### src/rtl/pgw_pkg.sv
package pgw_pkg;
  localparam int ENTRY_W  = 32;
  localparam int VA_W     = 32;
  localparam int OFF_W    = 12;
  localparam int L1_IDX_W = 8;
  localparam int L2_IDX_W = 6;
  localparam int L3_IDX_W = 6;
  localparam int L3_LO    = OFF_W;
  localparam int L2_LO    = L3_LO + L3_IDX_W;
  localparam int L1_LO    = L2_LO + L2_IDX_W;
  localparam int PERM_LO  = 2;
  localparam int PERM_W   = 6;
  localparam int PPN_LO   = PERM_LO + PERM_W;
  localparam int PPN_W    = ENTRY_W - PPN_LO;
  localparam int BASE_W   = ENTRY_W - 2;
  localparam int PA_W     = PPN_W + OFF_W;
  localparam int TBL_SHIFT = 4;
  localparam int ENT_SHIFT = 2;

  typedef enum logic [1:0] {
    ET_INVALID  = 2'b00,
    ET_POINTER  = 2'b01,
    ET_LEAF     = 2'b10,
    ET_RESERVED = 2'b11
  } entry_kind_e;

  typedef enum logic [1:0] {
    LV_CTX   = 2'd0,
    LV_ONE   = 2'd1,
    LV_TWO   = 2'd2,
    LV_THREE = 2'd3
  } walk_level_e;

  typedef enum logic [1:0] {
    WS_IDLE  = 2'd0,
    WS_ISSUE = 2'd1,
    WS_WAIT  = 2'd2
  } walk_state_e;
endpackage

### src/rtl/pgw_addr_gen.sv
module pgw_addr_gen
  import pgw_pkg::*;
#(
  parameter int CTX_W = 8
) (
  input  walk_level_e       level,
  input  logic [BASE_W-1:0] tbl_base,
  input  logic [CTX_W-1:0]  ctx,
  input  logic [VA_W-1:0]   vaddr,
  output logic [PA_W-1:0]   entry_addr
);
  localparam int IDX_W = (CTX_W > L1_IDX_W) ? CTX_W : L1_IDX_W;

  logic [IDX_W-1:0] idx;

  always_comb begin
    case (level)
      LV_CTX:   idx = IDX_W'(ctx);
      LV_ONE:   idx = IDX_W'(vaddr[L1_LO +: L1_IDX_W]);
      LV_TWO:   idx = IDX_W'(vaddr[L2_LO +: L2_IDX_W]);
      LV_THREE: idx = IDX_W'(vaddr[L3_LO +: L3_IDX_W]);
      default:  idx = '0;
    endcase
  end

  assign entry_addr = (PA_W'(tbl_base) << TBL_SHIFT) + (PA_W'(idx) << ENT_SHIFT);
endmodule

### src/rtl/pgw_entry_class.sv
module pgw_entry_class
  import pgw_pkg::*;
(
  input  logic [ENTRY_W-1:0] entry,
  input  walk_level_e        level,
  output logic               is_fault,
  output logic               is_leaf,
  output logic [BASE_W-1:0]  next_base,
  output logic [PPN_W-1:0]   ppn,
  output logic [PERM_W-1:0]  perm
);
  entry_kind_e kind;

  assign kind = entry_kind_e'(entry[1:0]);

  always_comb begin
    is_fault = 1'b0;
    is_leaf  = 1'b0;
    case (kind)
      ET_POINTER: is_fault = (level == LV_THREE);
      ET_LEAF: begin
        if (level == LV_CTX) is_fault = 1'b1;
        else                 is_leaf  = 1'b1;
      end
      default: is_fault = 1'b1;
    endcase
  end

  assign next_base = entry[ENTRY_W-1:2];
  assign ppn       = entry[PPN_LO +: PPN_W];
  assign perm      = entry[PERM_LO +: PERM_W];
endmodule

### src/rtl/pgw_paddr_merge.sv
module pgw_paddr_merge
  import pgw_pkg::*;
(
  input  walk_level_e      level,
  input  logic [PPN_W-1:0] ppn,
  input  logic [VA_W-1:0]  vaddr,
  output logic [PA_W-1:0]  paddr
);
  logic [PA_W-1:0] cand [1:3];

  for (genvar g = 1; g <= 3; g++) begin : g_lvl
    localparam int KEEP = OFF_W + ((g < 3) ? L3_IDX_W : 0) + ((g < 2) ? L2_IDX_W : 0);
    assign cand[g] = {ppn[PPN_W-1:KEEP-OFF_W], vaddr[KEEP-1:0]};
  end

  always_comb begin
    case (level)
      LV_ONE:   paddr = cand[1];
      LV_TWO:   paddr = cand[2];
      LV_THREE: paddr = cand[3];
      default:  paddr = '0;
    endcase
  end
endmodule

### src/rtl/hw_pt_walker.sv
module hw_pt_walker
  import pgw_pkg::*;
#(
  parameter int CTX_W = 8
) (
  input  logic                 clk,
  input  logic                 rst_n,
  input  logic                 req_valid,
  output logic                 req_ready,
  input  logic [31:0]          req_vaddr,
  input  logic [CTX_W-1:0]     req_ctx,
  input  logic [29:0]          ctx_tbl_base,
  output logic                 mem_rd_valid,
  input  logic                 mem_rd_ready,
  output logic [35:0]          mem_rd_addr,
  input  logic                 mem_rsp_valid,
  input  logic [31:0]          mem_rsp_data,
  output logic                 walk_done,
  output logic                 walk_fault,
  output logic [1:0]           fault_level,
  output logic [1:0]           leaf_level,
  output logic [23:0]          leaf_ppn,
  output logic [5:0]           leaf_perm,
  output logic [35:0]          leaf_paddr
);
  walk_state_e        state_q;
  walk_level_e        level_q;
  logic [VA_W-1:0]    va_q;
  logic [CTX_W-1:0]   ctx_q;
  logic [BASE_W-1:0]  base_q;

  logic               done_q, fault_q;
  walk_level_e        flvl_q, llvl_q;
  logic [PPN_W-1:0]   ppn_q;
  logic [PERM_W-1:0]  perm_q;
  logic [PA_W-1:0]    paddr_q;

  logic               cls_fault, cls_leaf;
  logic [BASE_W-1:0]  cls_base;
  logic [PPN_W-1:0]   cls_ppn;
  logic [PERM_W-1:0]  cls_perm;
  logic [PA_W-1:0]    merged_pa;
  logic [PA_W-1:0]    ent_addr;

  pgw_addr_gen #(.CTX_W(CTX_W)) u_addr (
    .level      (level_q),
    .tbl_base   (base_q),
    .ctx        (ctx_q),
    .vaddr      (va_q),
    .entry_addr (ent_addr)
  );

  pgw_entry_class u_class (
    .entry     (mem_rsp_data),
    .level     (level_q),
    .is_fault  (cls_fault),
    .is_leaf   (cls_leaf),
    .next_base (cls_base),
    .ppn       (cls_ppn),
    .perm      (cls_perm)
  );

  pgw_paddr_merge u_merge (
    .level (level_q),
    .ppn   (cls_ppn),
    .vaddr (va_q),
    .paddr (merged_pa)
  );

  always_ff @(posedge clk) begin
    if (!rst_n) begin
      state_q <= WS_IDLE;
      level_q <= LV_CTX;
      va_q    <= '0;
      ctx_q   <= '0;
      base_q  <= '0;
      done_q  <= 1'b0;
      fault_q <= 1'b0;
      flvl_q  <= LV_CTX;
      llvl_q  <= LV_CTX;
      ppn_q   <= '0;
      perm_q  <= '0;
      paddr_q <= '0;
    end else begin
      done_q  <= 1'b0;
      fault_q <= 1'b0;
      case (state_q)
        WS_IDLE: begin
          if (req_valid) begin
            va_q    <= req_vaddr;
            ctx_q   <= req_ctx;
            base_q  <= ctx_tbl_base;
            level_q <= LV_CTX;
            state_q <= WS_ISSUE;
          end
        end
        WS_ISSUE: begin
          if (mem_rd_ready) state_q <= WS_WAIT;
        end
        WS_WAIT: begin
          if (mem_rsp_valid) begin
            if (cls_fault) begin
              fault_q <= 1'b1;
              flvl_q  <= level_q;
              state_q <= WS_IDLE;
            end else if (cls_leaf) begin
              done_q  <= 1'b1;
              llvl_q  <= level_q;
              ppn_q   <= cls_ppn;
              perm_q  <= cls_perm;
              paddr_q <= merged_pa;
              state_q <= WS_IDLE;
            end else begin
              base_q  <= cls_base;
              level_q <= walk_level_e'(level_q + 2'd1);
              state_q <= WS_ISSUE;
            end
          end
        end
        default: state_q <= WS_IDLE;
      endcase
    end
  end

  assign req_ready    = (state_q == WS_IDLE);
  assign mem_rd_valid = (state_q == WS_ISSUE);
  assign mem_rd_addr  = ent_addr;
  assign walk_done    = done_q;
  assign walk_fault   = fault_q;
  assign fault_level  = flvl_q;
  assign leaf_level   = llvl_q;
  assign leaf_ppn     = ppn_q;
  assign leaf_perm    = perm_q;
  assign leaf_paddr   = paddr_q;

  AST_BUSY_AFTER_ACCEPT: assert property (@(posedge clk) disable iff (!rst_n)
    (req_valid && req_ready) |=> !req_ready);
  AST_READY_ON_END: assert property (@(posedge clk) disable iff (!rst_n)
    $rose(req_ready) |-> (walk_done || walk_fault));
  AST_RD_HOLD: assert property (@(posedge clk) disable iff (!rst_n)
    (mem_rd_valid && !mem_rd_ready) |=> (mem_rd_valid && $stable(mem_rd_addr)));
  AST_ONE_OUTSTANDING: assert property (@(posedge clk) disable iff (!rst_n)
    (mem_rd_valid && mem_rd_ready) |=> !mem_rd_valid);
  AST_END_EXCLUSIVE: assert property (@(posedge clk) disable iff (!rst_n)
    !(walk_done && walk_fault));
  AST_DONE_PULSE: assert property (@(posedge clk) disable iff (!rst_n)
    walk_done |=> !walk_done);
  AST_FAULT_PULSE: assert property (@(posedge clk) disable iff (!rst_n)
    walk_fault |=> !walk_fault);
  AST_LEAF_LEVEL_VALID: assert property (@(posedge clk) disable iff (!rst_n)
    walk_done |-> (leaf_level != 2'd0));
endmodule

### config.mk
export PLATFORM = sky130hd
export DESIGN_NAME = hw_pt_walker
export DESIGN_NICKNAME = d
export VERILOG_FILES = /design/src/rtl/pgw_pkg.sv /design/src/rtl/pgw_addr_gen.sv /design/src/rtl/pgw_entry_class.sv /design/src/rtl/pgw_paddr_merge.sv /design/src/rtl/hw_pt_walker.sv
export SDC_FILE = /design/constraint.sdc
export NUM_CORES = 1
export LEC_CHECK = 0
export BUFFER_PORTS_ARGS = -buffer_cell sky130_fd_sc_hd__clkbuf_2
export CORE_AREA = 2 2 134 136
export DETAILED_ROUTE_END_ITERATION = 6
export DIE_AREA = 0 0 136 138
export REMOVE_ABC_BUFFERS = 1
export SKIP_CTS_REPAIR_TIMING = 1
export SLEW_MARGIN = 5
export SYNTH_ARGS = -nofsm -noshare
export SYNTH_HDL_FRONTEND = slang
export SYNTH_SLANG_ARGS = --single-unit
### constraint.sdc
create_clock -name clk -period 10.16 [get_ports clk]
set_input_delay 2.032 -clock clk [delete_from_list [all_inputs] [get_ports clk]]
set_output_delay 2.032 -clock clk [all_outputs]
set_load 0.02 [all_outputs]
==> metrics.yaml <==
cts:
  cts-root-buf: "clkbuf_16"
  cts_buffer_depth: 2
  clock_sink_count: 146
  cts_tree: "done"
  clk_latency_ps: 420
  clk_pin_slew_ps: 60
  cts_buffers: 17
  htree_num_levels: 4
setup_path:
  cp-end-kind: "output pin"
  cp-startpoint: "level_q[1]"
  crit_fanout: 18
  critical_path_required_ps: 8130
  reg2reg_from: "level_q[1]"
  r2r_end: "leaf_paddr[18]"
  reg2reg_setup_slack_ps: 7150
  cp_data_arrival_time_ps: 4360
  endpoint: "mem_rd_addr[26]"
  start_kind: "flop"
  crit_type: "flop to output pin"
  reg2reg_depth: 8
floorplan:
  placementRows: 49
  die_x_um: 136
  die_area_um2: 18770
  fp.dieH_um: 138
  core-area_um2: 17530
  ios: 217
  start_util_pct: 37.08
route:
  wl_met1_um: 9261
  drtPass1Iterations: 5
  wl_per_cell_um: 16.19
  highest_layer: "met4"
  route.met3.wl_um: 1053
  wl_met2_um: 9411
  drt_iter0_markers: 474
  drc_errors: 0
  drtAntennaViolNets: 0
  vias: 6302
  vias_per_cell: 5.030
  totalWireLength_um: 20290
global_route:
  grt_use_total_pct: 21.73
  grt_max_degree: 80
  grt_overflow: 0
  grt_pass1_wl_um: 32090
  grt_pass1_vias: 5982
  antenna_found_initial: 0
synth:
  synth_area_leaders: "dfxtp_1 (45%), nand2_1 (14%), a21oi_1 (8.4%)"
  synth_common_cells: "nand2_1 (245), dfxtp_1 (146), a21oi_1 (109)"
  seq_area_frac_synth_pct: 44.96
  async_flop_share_pct: 0
  synth_top_flop_cell: "dfxtp_1"
  synth_area_per_cell_um2: 7.777
  syn_inst: 836
  synth_most_common_cell: "nand2_1"
  synth_top_area_share_pct: 44.96
  synth_cell_types: 50
  syn_area_um2: 6501
  synth_largest_area_cell: "dfxtp_1"
  synth-edff-count: 0
  ys_ff_latch: 146
  ys_warn_count: 0
sta:
  rsz0062_at_grt: "false"
  period_share_pct: 62.94
  setup_viol: 0
  tns_ps: 0
  fin_crit_ps: 6395
  holdWs_ps: 449.5
  slew_headroom_pct: 41.67
  finalHoldViolations: 0
  max_freq_ghz: 0.1564
  drv_slew: 0
  skew_ps: 6.933
  worst_pin_slew_ps: 874.9
  final.setup.worst_slack_ps: 3765
status:
  status: "finished, final reports clean"
layout:
  instances_no_fill: 1253
  syn_to_final_growth_pct: 27.23
  drive_above_1_share_pct: 25.59
  multi_input_area_um2: 3297
  nNetsFinal: 1131
  n_fill_cell: 1838
  seqCellArea_um2: 2923
  diodes: 0
  fin_util_pct: 47.17
place:
  numPortBuffers: 213
  gp_congestion: 0.8592
  place_inst: 1221
  dp_hpwl_um: 14220
  pre_cts_ws_ps: 4221
power:
  power_density_nw_per_um2: 175.6
  p_leak_nw: 3.489
  irDropWorstVdd_mv: 0.1145
min_path:
  worstHoldPathType: "flop to flop"
flow_run:
  cap_violations: 0
critical path: stages, from the launching register on:
cell,delay [ps]
dfxtp_1,410
inv_1,120
ha_1,550
inv_1,360
nor2_1,170
a21oi_1,70
ha_1,250
fa_1,420
a21o_1,200
a221oi_2,360
or3_1,520
nor2_1,140
xor2_1,170
clkbuf_2,190
how the worst min path moves through the flow:
stage | start | slack [ps] | depth (start not counted) | endpoint
global route | leaf_paddr[4] | 470 | 2 | leaf_paddr[4]
global placement | leaf_paddr[9] | 440 | 2 | leaf_paddr[9]
floorplan | va_q[24] | 440 | 2 | va_q[24]
detailed placement | leaf_paddr[4] | 440 | 2 | leaf_paddr[4]
CTS | leaf_paddr[9] | 450 | 2 | leaf_paddr[9]
finish | leaf_paddr[9] | 450 | 2 | leaf_paddr[9]
placed cells by master, fill, tap and decap left out, types with 12 or more instances in the layout:
master	instances
a21oi_1	109
a311oi_1	30
ha_1	12
clkbuf_16	17
nor3_1	13
nor2_1	62
a22oi_1	12
xnor2_1	17
dfxtp_1	146
nand2_1	245
nand3_1	29
clkbuf_2	213
cells by family after synthesis:
logic type | synth area share (%)
other | 0.05768
AND/OR/NAND/NOR | 25.23
multiplexers | 0.6159
adder cells (fa/ha/maj) | 2.617
XOR/XNOR | 3.772
flip-flops | 44.96
AO/OA/AOI/OAI | 17.96
buffers and inverters | 4.792
where the power goes:
group / internal (W) / total [W] / switching (W)
Sequential: 0.000597 / 0.000623 / 0.0000258
Combinational: 0.0000653 / 0.000176 / 0.000111
Clock: 0.000401 / 0.000653 / 0.000252
Total: 0.00106 / 0.00145 / 0.000389
sequential cells by signal (all words and copies together), names as in the netlist:
register / flops
va_q: 32
walk_fault: 1
fault_level: 2
leaf_perm: 6
leaf_paddr: 36
leaf_ppn: 24
base_q: 30
leaf_level: 2
walk_done: 1
ctx_q: 8
level_q: 2
state_q: 2
cell type report:
class	instances	share of cell area, %
multi-input cells	617	39.86
flip-flops and latches	146	35.34
inverters	10	0.4840
clock buffers	21	5.566
clock inverters	11	1.861
repair buffers	219	13.43
well taps	229	3.464
per-stage QoR:
stage	total power, W	instance area (µm²)
final	0.001452	8272
after global routing	0.001512	8272
after CTS	0.001466	8272
after detailed placement	0.0008131	7657
after global placement	0.0008119	7657
after floorplan	0.0007346	6235
layer usage:
layer | up-vias | GRT usage (%)
li1 | 3191 | -
met1 | 2891 | 28.78
met2 | 178 | 34.12
met3 | 42 | 4.694
met4 | 0 | 9.211
met5 | - | 0
Power figures use the tool's default switching activity.
